**src/rtl/bco_reorder_pkg.sv**
```systemverilog
package bco_reorder_pkg;
  localparam int TS_W   = 8;
  localparam int PAY_W  = 16;
  localparam int OUT_W  = 32;
  localparam int DEPTH  = 4;
  localparam int WINDOW = 16;
  localparam int SLOT_W = 5;
endpackage

```
**src/rtl/bco_wr_ctrl.sv**
```systemverilog
module bco_wr_ctrl #(
  parameter int TS_W   = bco_reorder_pkg::TS_W,
  parameter int WINDOW = bco_reorder_pkg::WINDOW
) (
  input  logic            clk_i,
  input  logic            rst_ni,
  input  logic            tick_i,
  input  logic            hit_valid_i,
  input  logic [TS_W-1:0] hit_bco_i,
  output logic [TS_W-1:0] cur_bco_o,
  output logic            in_window_o
);
  logic [TS_W-1:0] cur_q;
  logic [TS_W-1:0] age;

  always_ff @(posedge clk_i or negedge rst_ni) begin
    if (!rst_ni)     cur_q <= '0;
    else if (tick_i) cur_q <= cur_q + TS_W'(1);
  end

  // modular age, kept at TS_W bits so the wrap is preserved
  assign age         = cur_q - hit_bco_i;
  assign in_window_o = hit_valid_i && (age < TS_W'(WINDOW));
  assign cur_bco_o   = cur_q;

  p_tick_advance_r9: assert property (@(posedge clk_i) disable iff (!rst_ni)
    tick_i |=> cur_bco_o == $past(cur_bco_o) + TS_W'(1));
  p_tick_hold_r9: assert property (@(posedge clk_i) disable iff (!rst_ni)
    !tick_i |=> $stable(cur_bco_o));
endmodule

```
**src/rtl/bco_slot_table.sv**
```systemverilog
module bco_slot_table #(
  parameter int SLOT_W = bco_reorder_pkg::SLOT_W,
  parameter int DEPTH  = bco_reorder_pkg::DEPTH,
  localparam int NSLOT = 2 ** SLOT_W,
  localparam int IDX_W = $clog2(DEPTH),
  localparam int CNT_W = $clog2(DEPTH + 1)
) (
  input  logic              clk_i,
  input  logic              rst_ni,
  input  logic              inc_i,
  input  logic [SLOT_W-1:0] inc_slot_i,
  output logic              inc_ok_o,
  output logic [IDX_W-1:0]  inc_idx_o,
  input  logic              clr_i,
  input  logic [SLOT_W-1:0] clr_slot_i,
  input  logic [SLOT_W-1:0] rd_slot_i,
  output logic [CNT_W-1:0]  rd_cnt_o,
  output logic              overflow_o
);
  logic [CNT_W-1:0] cnt_q [NSLOT];
  logic [CNT_W-1:0] inc_cnt;
  logic             ovf_q;

  assign inc_cnt   = cnt_q[inc_slot_i];
  assign inc_ok_o  = inc_i && (inc_cnt < CNT_W'(DEPTH));
  assign inc_idx_o = inc_cnt[IDX_W-1:0];
  assign rd_cnt_o  = cnt_q[rd_slot_i];

  for (genvar g = 0; g < NSLOT; g++) begin : g_slot
    always_ff @(posedge clk_i or negedge rst_ni) begin
      if (!rst_ni)
        cnt_q[g] <= '0;
      else if (clr_i && clr_slot_i == SLOT_W'(g))
        cnt_q[g] <= '0;
      else if (inc_ok_o && inc_slot_i == SLOT_W'(g))
        cnt_q[g] <= cnt_q[g] + CNT_W'(1);
    end
  end

  always_ff @(posedge clk_i or negedge rst_ni) begin
    if (!rst_ni)                  ovf_q <= 1'b0;
    else if (inc_i && !inc_ok_o)  ovf_q <= 1'b1;
  end
  assign overflow_o = ovf_q;

  p_ovf_sticky_r6: assert property (@(posedge clk_i) disable iff (!rst_ni)
    overflow_o |=> overflow_o);
  p_full_slot_holds_r6: assert property (@(posedge clk_i) disable iff (!rst_ni)
    (inc_i && inc_cnt == CNT_W'(DEPTH) && !clr_i) |=> cnt_q[$past(inc_slot_i)] == CNT_W'(DEPTH));
  p_full_slot_flags_r6: assert property (@(posedge clk_i) disable iff (!rst_ni)
    (inc_i && inc_cnt == CNT_W'(DEPTH)) |=> overflow_o);
  p_clear_frees_r7: assert property (@(posedge clk_i) disable iff (!rst_ni)
    clr_i |=> cnt_q[$past(clr_slot_i)] == '0);
endmodule

```
**src/rtl/bco_hit_ram.sv**
```systemverilog
module bco_hit_ram #(
  parameter int AW    = 7,
  parameter int DW    = bco_reorder_pkg::PAY_W,
  localparam int WORDS = 2 ** AW
) (
  input  logic          clk_i,
  input  logic          we_i,
  input  logic [AW-1:0] waddr_i,
  input  logic [DW-1:0] wdata_i,
  input  logic [AW-1:0] raddr_i,
  output logic [DW-1:0] rdata_o
);
  logic [DW-1:0] mem_q [WORDS];

  always_ff @(posedge clk_i) begin
    if (we_i) mem_q[waddr_i] <= wdata_i;
  end

  assign rdata_o = mem_q[raddr_i];
endmodule

```
**src/rtl/bco_rd_seq.sv**
```systemverilog
module bco_rd_seq #(
  parameter int TS_W   = bco_reorder_pkg::TS_W,
  parameter int SLOT_W = bco_reorder_pkg::SLOT_W,
  parameter int DEPTH  = bco_reorder_pkg::DEPTH,
  parameter int WINDOW = bco_reorder_pkg::WINDOW,
  parameter int PAY_W  = bco_reorder_pkg::PAY_W,
  parameter int OUT_W  = bco_reorder_pkg::OUT_W,
  localparam int IDX_W = $clog2(DEPTH),
  localparam int CNT_W = $clog2(DEPTH + 1),
  localparam int PAD_W = OUT_W - 1 - TS_W - PAY_W
) (
  input  logic              clk_i,
  input  logic              rst_ni,
  input  logic [TS_W-1:0]   cur_bco_i,
  input  logic [CNT_W-1:0]  slot_cnt_i,
  input  logic [PAY_W-1:0]  ram_rdata_i,
  output logic [SLOT_W-1:0] rd_slot_o,
  output logic [IDX_W-1:0]  rd_idx_o,
  output logic              clr_o,
  output logic              out_valid_o,
  output logic [OUT_W-1:0]  out_word_o
);
  // start one crossing short of due so the pointer trails the counter by WINDOW-1
  localparam logic [TS_W-1:0] RD_INIT = TS_W'(2 ** TS_W - WINDOW + 1);

  logic [TS_W-1:0]  rd_bco_q;
  logic [IDX_W-1:0] idx_q;
  logic [TS_W-1:0]  rd_age;
  logic             due, empty, last, emit, advance;
  logic             out_valid_q;
  logic [OUT_W-1:0] out_word_q;

  assign rd_age  = cur_bco_i - rd_bco_q;
  assign due     = rd_age >= TS_W'(WINDOW);
  assign empty   = slot_cnt_i == '0;
  assign last    = CNT_W'(idx_q) == slot_cnt_i - CNT_W'(1);
  assign emit    = due && !empty;
  assign advance = due && (empty || last);
  assign clr_o   = emit && last;

  assign rd_slot_o = rd_bco_q[SLOT_W-1:0];
  assign rd_idx_o  = idx_q;

  always_ff @(posedge clk_i or negedge rst_ni) begin
    if (!rst_ni) begin
      rd_bco_q <= RD_INIT;
      idx_q    <= '0;
    end else if (advance) begin
      rd_bco_q <= rd_bco_q + TS_W'(1);
      idx_q    <= '0;
    end else if (emit) begin
      idx_q    <= idx_q + IDX_W'(1);
    end
  end

  always_ff @(posedge clk_i or negedge rst_ni) begin
    if (!rst_ni) begin
      out_valid_q <= 1'b0;
      out_word_q  <= '0;
    end else begin
      out_valid_q <= emit;
      if (emit) out_word_q <= {last, {PAD_W{1'b0}}, rd_bco_q, ram_rdata_i};
    end
  end

  assign out_valid_o = out_valid_q;
  assign out_word_o  = out_word_q;

  logic [TS_W-1:0] out_bco;
  logic [TS_W-1:0] out_age;
  assign out_bco = out_word_q[PAY_W +: TS_W];
  assign out_age = cur_bco_i - out_bco;

  p_group_contig_r2: assert property (@(posedge clk_i) disable iff (!rst_ni)
    (out_valid_o && !out_word_o[OUT_W-1]) |=> (out_valid_o && out_bco == $past(out_bco)));
  p_release_lag_r3: assert property (@(posedge clk_i) disable iff (!rst_ni)
    out_valid_o |-> out_age >= TS_W'(WINDOW));
  p_pad_zero_r4: assert property (@(posedge clk_i) disable iff (!rst_ni)
    out_valid_o |-> out_word_o[OUT_W-2 -: PAD_W] == '0);
endmodule

```
**src/rtl/bco_reorder_buf.sv**
```systemverilog
module bco_reorder_buf #(
  parameter int TS_W   = bco_reorder_pkg::TS_W,
  parameter int PAY_W  = bco_reorder_pkg::PAY_W,
  parameter int OUT_W  = bco_reorder_pkg::OUT_W,
  parameter int DEPTH  = bco_reorder_pkg::DEPTH,
  parameter int WINDOW = bco_reorder_pkg::WINDOW,
  parameter int SLOT_W = bco_reorder_pkg::SLOT_W,
  localparam int IDX_W = $clog2(DEPTH),
  localparam int CNT_W = $clog2(DEPTH + 1),
  localparam int AW    = SLOT_W + IDX_W
) (
  input  logic             clk_i,
  input  logic             rst_ni,
  input  logic             bco_tick_i,
  input  logic             hit_valid_i,
  input  logic [TS_W-1:0]  hit_bco_i,
  input  logic [PAY_W-1:0] hit_data_i,
  output logic             out_valid_o,
  output logic [OUT_W-1:0] out_word_o,
  output logic             overflow_o
);
  logic [TS_W-1:0]   cur_bco;
  logic              in_window;
  logic              inc_ok;
  logic [IDX_W-1:0]  inc_idx;
  logic              clr;
  logic [SLOT_W-1:0] rd_slot;
  logic [IDX_W-1:0]  rd_idx;
  logic [CNT_W-1:0]  rd_cnt;
  logic [PAY_W-1:0]  ram_rdata;
  logic [SLOT_W-1:0] wr_slot;

  assign wr_slot = hit_bco_i[SLOT_W-1:0];

  bco_wr_ctrl #(.TS_W(TS_W), .WINDOW(WINDOW)) u_wr (
    .clk_i, .rst_ni,
    .tick_i      (bco_tick_i),
    .hit_valid_i (hit_valid_i),
    .hit_bco_i   (hit_bco_i),
    .cur_bco_o   (cur_bco),
    .in_window_o (in_window)
  );

  bco_slot_table #(.SLOT_W(SLOT_W), .DEPTH(DEPTH)) u_tbl (
    .clk_i, .rst_ni,
    .inc_i      (in_window),
    .inc_slot_i (wr_slot),
    .inc_ok_o   (inc_ok),
    .inc_idx_o  (inc_idx),
    .clr_i      (clr),
    .clr_slot_i (rd_slot),
    .rd_slot_i  (rd_slot),
    .rd_cnt_o   (rd_cnt),
    .overflow_o (overflow_o)
  );

  bco_hit_ram #(.AW(AW), .DW(PAY_W)) u_ram (
    .clk_i,
    .we_i    (inc_ok),
    .waddr_i ({wr_slot, inc_idx}),
    .wdata_i (hit_data_i),
    .raddr_i ({rd_slot, rd_idx}),
    .rdata_o (ram_rdata)
  );

  bco_rd_seq #(
    .TS_W(TS_W), .SLOT_W(SLOT_W), .DEPTH(DEPTH),
    .WINDOW(WINDOW), .PAY_W(PAY_W), .OUT_W(OUT_W)
  ) u_seq (
    .clk_i, .rst_ni,
    .cur_bco_i   (cur_bco),
    .slot_cnt_i  (rd_cnt),
    .ram_rdata_i (ram_rdata),
    .rd_slot_o   (rd_slot),
    .rd_idx_o    (rd_idx),
    .clr_o       (clr),
    .out_valid_o (out_valid_o),
    .out_word_o  (out_word_o)
  );

  // a dropped late/future hit must never reach the table
  p_late_no_store_r1: assert property (@(posedge clk_i) disable iff (!rst_ni)
    (hit_valid_i && !in_window) |-> !inc_ok);
  p_reset_quiet_r8: assert property (@(posedge clk_i)
    !rst_ni |-> (!out_valid_o && !overflow_o));
endmodule

```
**config.mk**
```make
export PLATFORM = sky130hd
export DESIGN_NAME = bco_reorder_buf
export DESIGN_NICKNAME = d
export VERILOG_FILES = /design/src/rtl/bco_reorder_pkg.sv /design/src/rtl/bco_wr_ctrl.sv /design/src/rtl/bco_slot_table.sv /design/src/rtl/bco_hit_ram.sv /design/src/rtl/bco_rd_seq.sv /design/src/rtl/bco_reorder_buf.sv
export SDC_FILE = /design/constraint.sdc
export NUM_CORES = 2
export LEC_CHECK = 0
export BUFFER_PORTS_ARGS = -buffer_cell sky130_fd_sc_hd__buf_2
export CORE_AREA = 5 5 477 479
export CTS_CLUSTER_DIAMETER = 60
export DETAILED_ROUTE_END_ITERATION = 8
export DIE_AREA = 0 0 482 484
export MAX_ROUTING_LAYER = met4
export PLACE_DENSITY_LB_ADDON = 0.25
export SYNTH_ARGS = -nofsm -noshare
export SYNTH_HDL_FRONTEND = slang
export SYNTH_SLANG_ARGS = --single-unit
export TNS_END_PERCENT = 5
```
**constraint.sdc**
```tcl
create_clock -name clk_i -period 5.3 [get_ports clk_i]
set_input_delay 0.265 -clock clk_i [delete_from_list [all_inputs] [get_ports clk_i]]
set_output_delay 0.265 -clock clk_i [all_outputs]
set_load 0.03 [all_outputs]
```
### Word-level counts from Yosys, hierarchy flattened

Memories as Yosys holds them, arrays and structs flattened. A register that Yosys moved wholly into a read port is not among the register bits.
Cells that the tools add are included.

* bits in writable memories: 2048
* input bits: 28
* logic and storage cells: 331
* output and inout port bits: 34
* memories: 1
* flip-flop bits (word level): 141

* reductions and logical operators: 110
* multiplexer cells: 74
* $add $sub $neg: 38
* eq/ne operators: 63
* bitwise logic cells: 2
* $lt $le $gt $ge: 5

Memories
* u_ram.mem_q: words 128, width 16, rd ports 1, clocked after Yosys merged registers in 1, wr ports 1, line bco_hit_ram.sv:13 `logic [DW-1:0] mem_q [WORDS];`

Operators with widths (number)
* 3-bit 2-to-1 mux: 68
* 5-bit equality test, second input constant: 32
* 3-bit by 1-bit adder with 3-bit output, second input constant: 32
* 5-bit by 4-bit equality test with 1-bit output, second input constant: 16
* 1-bit logical AND: 70
* 2-bit nonzero test: 33
* 5-bit by 3-bit equality test with 1-bit output, second input constant: 8
* 3-bit binary-select mux with 5-bit select: 2
* 5-bit by 2-bit equality test with 1-bit output, second input constant: 4
* 8-bit by 1-bit adder with 8-bit output, second input constant: 2
* 8-bit subtractor: 2
* 6-bit greater-or-equal comparator, second input constant: 2
* 5-bit inverter with 6-bit output: 2
* 5-bit by 1-bit equality test with 1-bit output, second input constant: 2
* 5-bit logical NOT: 2
* 8-bit by 5-bit greater-or-equal comparator with 1-bit output, second input constant: 1
* 8-bit by 5-bit less-than comparator with 1-bit output, second input constant: 1
* 2-bit 2-to-1 mux: 2
* 2-bit by 3-bit equality test with 1-bit output: 1
* 1-bit logical NOT: 3
* 3-bit logical NOT: 1
* 3-bit less-than comparator, second input constant: 1
* 3-bit by 1-bit subtractor with 3-bit output, second input constant: 1
* 2-bit by 1-bit adder with 2-bit output, second input constant: 1
* other kinds (2): 3

### Depth between registers and ports, before layout

* depth after elaboration: 10
* mapped depth: 17
* depth with buffers taken out: 10

### Modules after synthesis

A second synthesis with hierarchy kept.

* cells, all modules: 3832
* area total of the unflattened synthesis: 87097.3 µm²

Modules (own cells, without submodules)
* bco_hit_ram: cells each 3070, area an instance 78202.5 µm², instances 1, sequential area each 61499.0 µm²
* bco_slot_table: cells each 557, area an instance 6431.2 µm², instances 1, sequential area each 2427.3 µm²
* bco_rd_seq: cells each 147, area an instance 1878.1 µm², instances 1, sequential area each 907.1 µm²
* bco_wr_ctrl: cells each 58, area an instance 585.6 µm², instances 1, sequential area each 200.2 µm²

### Worst setup path before layout

OpenSTA, ideal clock, no wires.

* kind: in2reg
* start point: in hit_bco_i[4]
* end point: mem u_ram.mem_q[16][0] (netlist name) (enable)
* buffers on the path: 5
* data arrival time: 4.683 ns
* data required time: 4.870 ns
* cell stages on the path: 14
* library setup time: 0.430 ns
* path slack: 0.187 ns
* cell sequence: clkbuf_1 > clkinv_1 > clkbuf_1 > clkbuf_1 > ha_1 > and2_1 > a22o_1 > a31o_2 > mux2_2 > and4_1 > buf_2 > nand2_1 > clkbuf_1 > nor4_1

* longest elaborated chain between the ends: 8
* elaborated cells on any way between the ends: 11
* classes of those cells: add/sub: 1; order compare: 2; mux: 5; bitwise: 1; reduce/logical: 2

Ends and longest elaborated chain
* start, declared: line bco_reorder_buf.sv:16 `input logic [TS_W-1:0] hit_bco_i,`
* parallel branches: the longest is 8 deep, another holds 8-bit subtractor
* end, declared: line bco_hit_ram.sv:13

Parallel ways; which one is timed is not known. The select of a mux whose other input is x is not followed.

### Worst setup path after layout

* start point: reg u_seq.rd_bco_q[0]
* end point: reg u_seq.out_word_q[2] (netlist: u_seq.out_word_o[2]) (read register of u_ram.mem_q)

* longest elaborated chain between the ends: 7
* elaborated cells on any way between the ends: 9
* classes of those cells: add/sub: 1; order compare: 1; mux: 3; bitwise: 1; reduce/logical: 3

Ends and longest elaborated chain
* start, declared: line bco_rd_seq.sv:26 `logic [TS_W-1:0] rd_bco_q;`
* start signal, assigned: line bco_rd_seq.sv:49 `rd_bco_q <= rd_bco_q + TS_W'(1);`
* parallel branches: the longest is 7 deep, another holds 8-bit subtractor
* end, declared: line bco_rd_seq.sv:31 `logic [OUT_W-1:0] out_word_q;`

Parallel ways; which one is timed is not known. The select of a mux whose other input is x is not followed.
A chain may end at the register's enable or synchronous reset.

==> flow_metrics.py <==
metrics = {
    "detailed_routing": {
        "ant_nets": 0,
        "drc": 0,
        "via_per_inst": 6.01,
        "wirelength_um": 260000,
        "drt_iter0_drc": 6101,
        "dr_total_vias": 48000,
        "drtPass1Iterations": 8,
        "wl_per_cell_um": 32.6,
    },
    "synthesis": {
        "ys_seq_area_share_pct": 73.3,
        "ys.flop_type": "edfxtp_1",
        "ys_warn_count": 0,
        "synthesis.area_sq_mm": 0.0887,
        "syn_area_per_cell_sq_um": 19.7,
        "synth_edf_count": 2048,
        "synth_cell_type_count": 76,
        "synthArstFlopShare_pct": 6.44,
        "synthesis.instances": 4507,
        "synth_seq_cells": 2189,
    },
    "cts": {
        "clk_pin_slew_worst_paths_ns": 0.06,
        "cts.root.buffer_cell": "clkbuf_16",
        "cts_buffers": 218,
        "clock-sinks": 2189,
        "htreeDepth": 4,
        "clkLatencyLatePin_ns": 0.87,
        "cts_tree": "built",
        "clockBufferDepth": 3,
    },
    "critical_path": {
        "worstRegToRegCells": 8,
        "path_max_fanout": 43,
        "r2r_slack_ns": 0.79,
        "timing.rr.start": "u_seq.rd_bco_q[0]$_DFFE_PN1P_",
        "worstPathRequired_ns": 6.06,
        "crit_family": "multiplexers",
        "cp_data_arrival_time_ns": 5.26,
        "critPathBufInv": 1,
        "critPathKind": "flip-flop to flip-flop",
        "critPathMaxStageDelay_ns": 1.09,
        "critPathSlowestCell": "dfstp_4",
        "endpoint_kind": "flip-flop",
        "reg2reg_to": "u_seq.out_word_o[2]$_DFFE_PN0P_",
        "crit_chain": "mux4_2, mux4_2, mux2i_1, ha_1, ha_2, or2_2, inv_2, mux2_2",
        "cp-start-kind": "flip-flop",
        "crit_top_cell": "mux4_2",
    },
    "sta": {
        "worst_hold_slack_ns": 0.0525,
        "fmax_ghz": 0.222,
        "fin_crit_ns": 4.51,
        "hold_violations": 0,
        "rsz0062_at_grt": "false",
        "slew_headroom_pct": 14.1,
        "worst_slew_pin_slew_ns": 1.29,
        "worst_slack_ns": 0.791,
        "fin_tns_setup_ns": 0,
        "finalCritPeriodShare_pct": 85.1,
        "drv_slew": 0,
        "skew_ns": 0.0407,
        "setup_viol": 0,
    },
    "floorplan": {
        "die_h_um": 484,
        "coreArea_sq_mm": 0.223,
        "die_w_um": 482,
        "io_pins": 62,
        "placementRows": 174,
        "die_area_sq_mm": 0.233,
        "start_util_pct": 39.7,
    },
    "global_route": {
        "met3_usage_pct": 4.56,
        "grt_pass1_vias": 47200,
        "grt_usage_pct": 22.7,
        "grt_max_degree": 90,
        "met2_usage_pct": 33.5,
        "antenna_found_initial": 19,
        "grt_busiest_layer": "met2",
        "met1_usage_pct": 31.9,
        "grt_pass1_wl_um": 368000,
        "grt_overflow_total": 0,
    },
    "power_and_ir_drop": {
        "peakVddDrop_v": 0.000402,
        "power.density_mw_per_mm2": 447,
        "p_leak_nw": 31.8,
        "report.power.total_w": 0.0453,
    },
    "placed_design": {
        "place_inst": 7562,
        "dp_hpwl_um": 162000,
        "port_buffers": 54,
        "finalWeightedCongestion": 0.929,
        "place_ws_ns": 0.786,
    },
    "final_layout": {
        "final-instance-count-excl-fill": 7994,
        "regArea_sq_mm": 0.0650,
        "layout_commonest_cell": "edfxtp_1",
        "final_nets": 4884,
        "nFillCells": 18800,
        "layout_common_cells": "edfxtp_1 (2048), mux4_2 (494), buf_4 (295)",
        "synthToLayoutAreaGrowth_pct": 14.5,
        "drive_gt1_share_pct": 27.2,
        "multi_input_comb_area_sq_mm": 0.0223,
    },
    "run": {
        "drv_cap": 0,
    },
    "outcome": {
        "run_status": "finished, final reports clean",
    },
    "worst_hold_path": {
        "min_to": "u_ram.mem_q[38][12]$_DFFE_PP_",
        "worstHoldStart": "hit_data_i[12]",
        "whs_path_depth": 1,
        "hold_path_class": "primary input to flip-flop",
    },
}
## report_power, final
part	switching [W]	leakage, nW	internal (W)
registers	0.000606	20.3	0.0191
clock network	0.00670	3.53	0.00886
logic	0.00665	8.00	0.00343
## Yosys cell counts, types with 24 or more instances
cell type	instances	area share (%)
dfrtp_1	136	3.8
nor4_1	30	0.21
buf_1	30	0.13
o21ai_0	103	0.58
a31oi_1	37	0.26
nand2_1	112	0.47
buf_4	42	0.36
nand3_1	55	0.31
mux2i_1	278	3.1
mux4_2	494	13
o31ai_1	28	0.24
clkbuf_1	122	0.52
a221oi_1	78	0.77
buf_6	33	0.42
a22oi_1	62	0.52
nor3_1	33	0.19
edfxtp_1	2048	69
ha_1	54	0.76
a21oi_1	105	0.59
mux2_2	31	0.39
or3_1	32	0.23
nand4_1	24	0.17
buf_2	76	0.43
nor2_1	192	0.81
## worst reg2reg max path: cells and delay by family (launching register included)
family | cells | cell delay [ns]
multiplexers | 4 | 1.73
flip-flops | 1 | 1.09
AND/OR/NAND/NOR | 1 | 0.57
buffers and inverters | 1 | 0.29
adder cells (fa/ha/maj) | 2 | 0.71
## how the worst max path moves through the flow
| stage | from | endpoint | cells past startpoint |
|---|---|---|---|
| 2_1_floorplan | hit_bco_i[4] | u_ram.mem_q[16][0]$_DFFE_PP_ | 14 |
| 3_3_place_gp | u_seq.rd_bco_q[0]$_DFFE_PN1P_ | u_seq.out_word_o[5]$_DFFE_PN0P_ | 9 |
| 3_5_place_dp | u_seq.rd_bco_q[0]$_DFFE_PN1P_ | u_seq.out_word_o[5]$_DFFE_PN0P_ | 8 |
| 4_1_cts | u_seq.rd_bco_q[0]$_DFFE_PN1P_ | u_seq.out_word_o[5]$_DFFE_PN0P_ | 8 |
| 5_1_grt | u_seq.rd_bco_q[0]$_DFFE_PN1P_ | u_seq.out_word_o[6]$_DFFE_PN0P_ | 8 |
| 6_report | u_seq.rd_bco_q[0]$_DFFE_PN1P_ | u_seq.out_word_o[2]$_DFFE_PN0P_ | 8 |
## registers in the layout (all words and copies together), names as in the netlist
name	cells
u_ram.mem_q	2048
u_seq.out_valid_o	1
u_seq.out_word_o	25
u_seq.rd_bco_q	8
u_seq.rd_idx_o	2
u_tbl.cnt_q	96
u_tbl.overflow_o	1
u_wr.cur_bco_o	8
## per-layer routing
metal  part of all wire [%]  up-vias
li1                       -    19400
met1                     42    25900
met2                     46     2308
met3                    8.6      423
met4                    3.5        0
met5                      0        -
## stage by stage
stage	utilization, %	instance area [sq um]
floorplan	-	88700
global placement	42.2	94200
detailed placement	42.2	94200
CTS	45.5	101000
global route	45.5	101000
finish	45.5	102000
## cell type report
type | count | share of cell area, %
timing repair buffer | 372 | 3.03
tap | 2992 | 3.69
inverter | 22 | 0.0912
multi-input combinational | 1999 | 22.0
sequential | 2189 | 64.1
clock inverter | 148 | 1.43
antenna | 8 | 0.0197
clock buffer | 264 | 5.65
## cell families (layout without fill, tap and decap cells)
| group | after synthesis | count (layout) | share of synthesized area [%] |
|---|---|---|---|
| simple gates | 572 | 572 | 3.44 |
| compound gates | 544 | 544 | 4.24 |
| other cells | 1 | 15 | 0.00423 |
| fa+ha+maj | 54 | 54 | 0.762 |
| buf+inv | 325 | 806 | 1.94 |
| xor+xnor | 18 | 18 | 0.178 |
| flops | 2189 | 2189 | 73.3 |
| mux | 804 | 804 | 16.1 |
## timing repair
action                                 4_1_cts  5_1_grt
hold buffers                                12        0
endpoints found under the hold margin      385        0
gates resized for setup                      0        0
setup buffers                                0        0
Power figures use the tool's default switching activity.
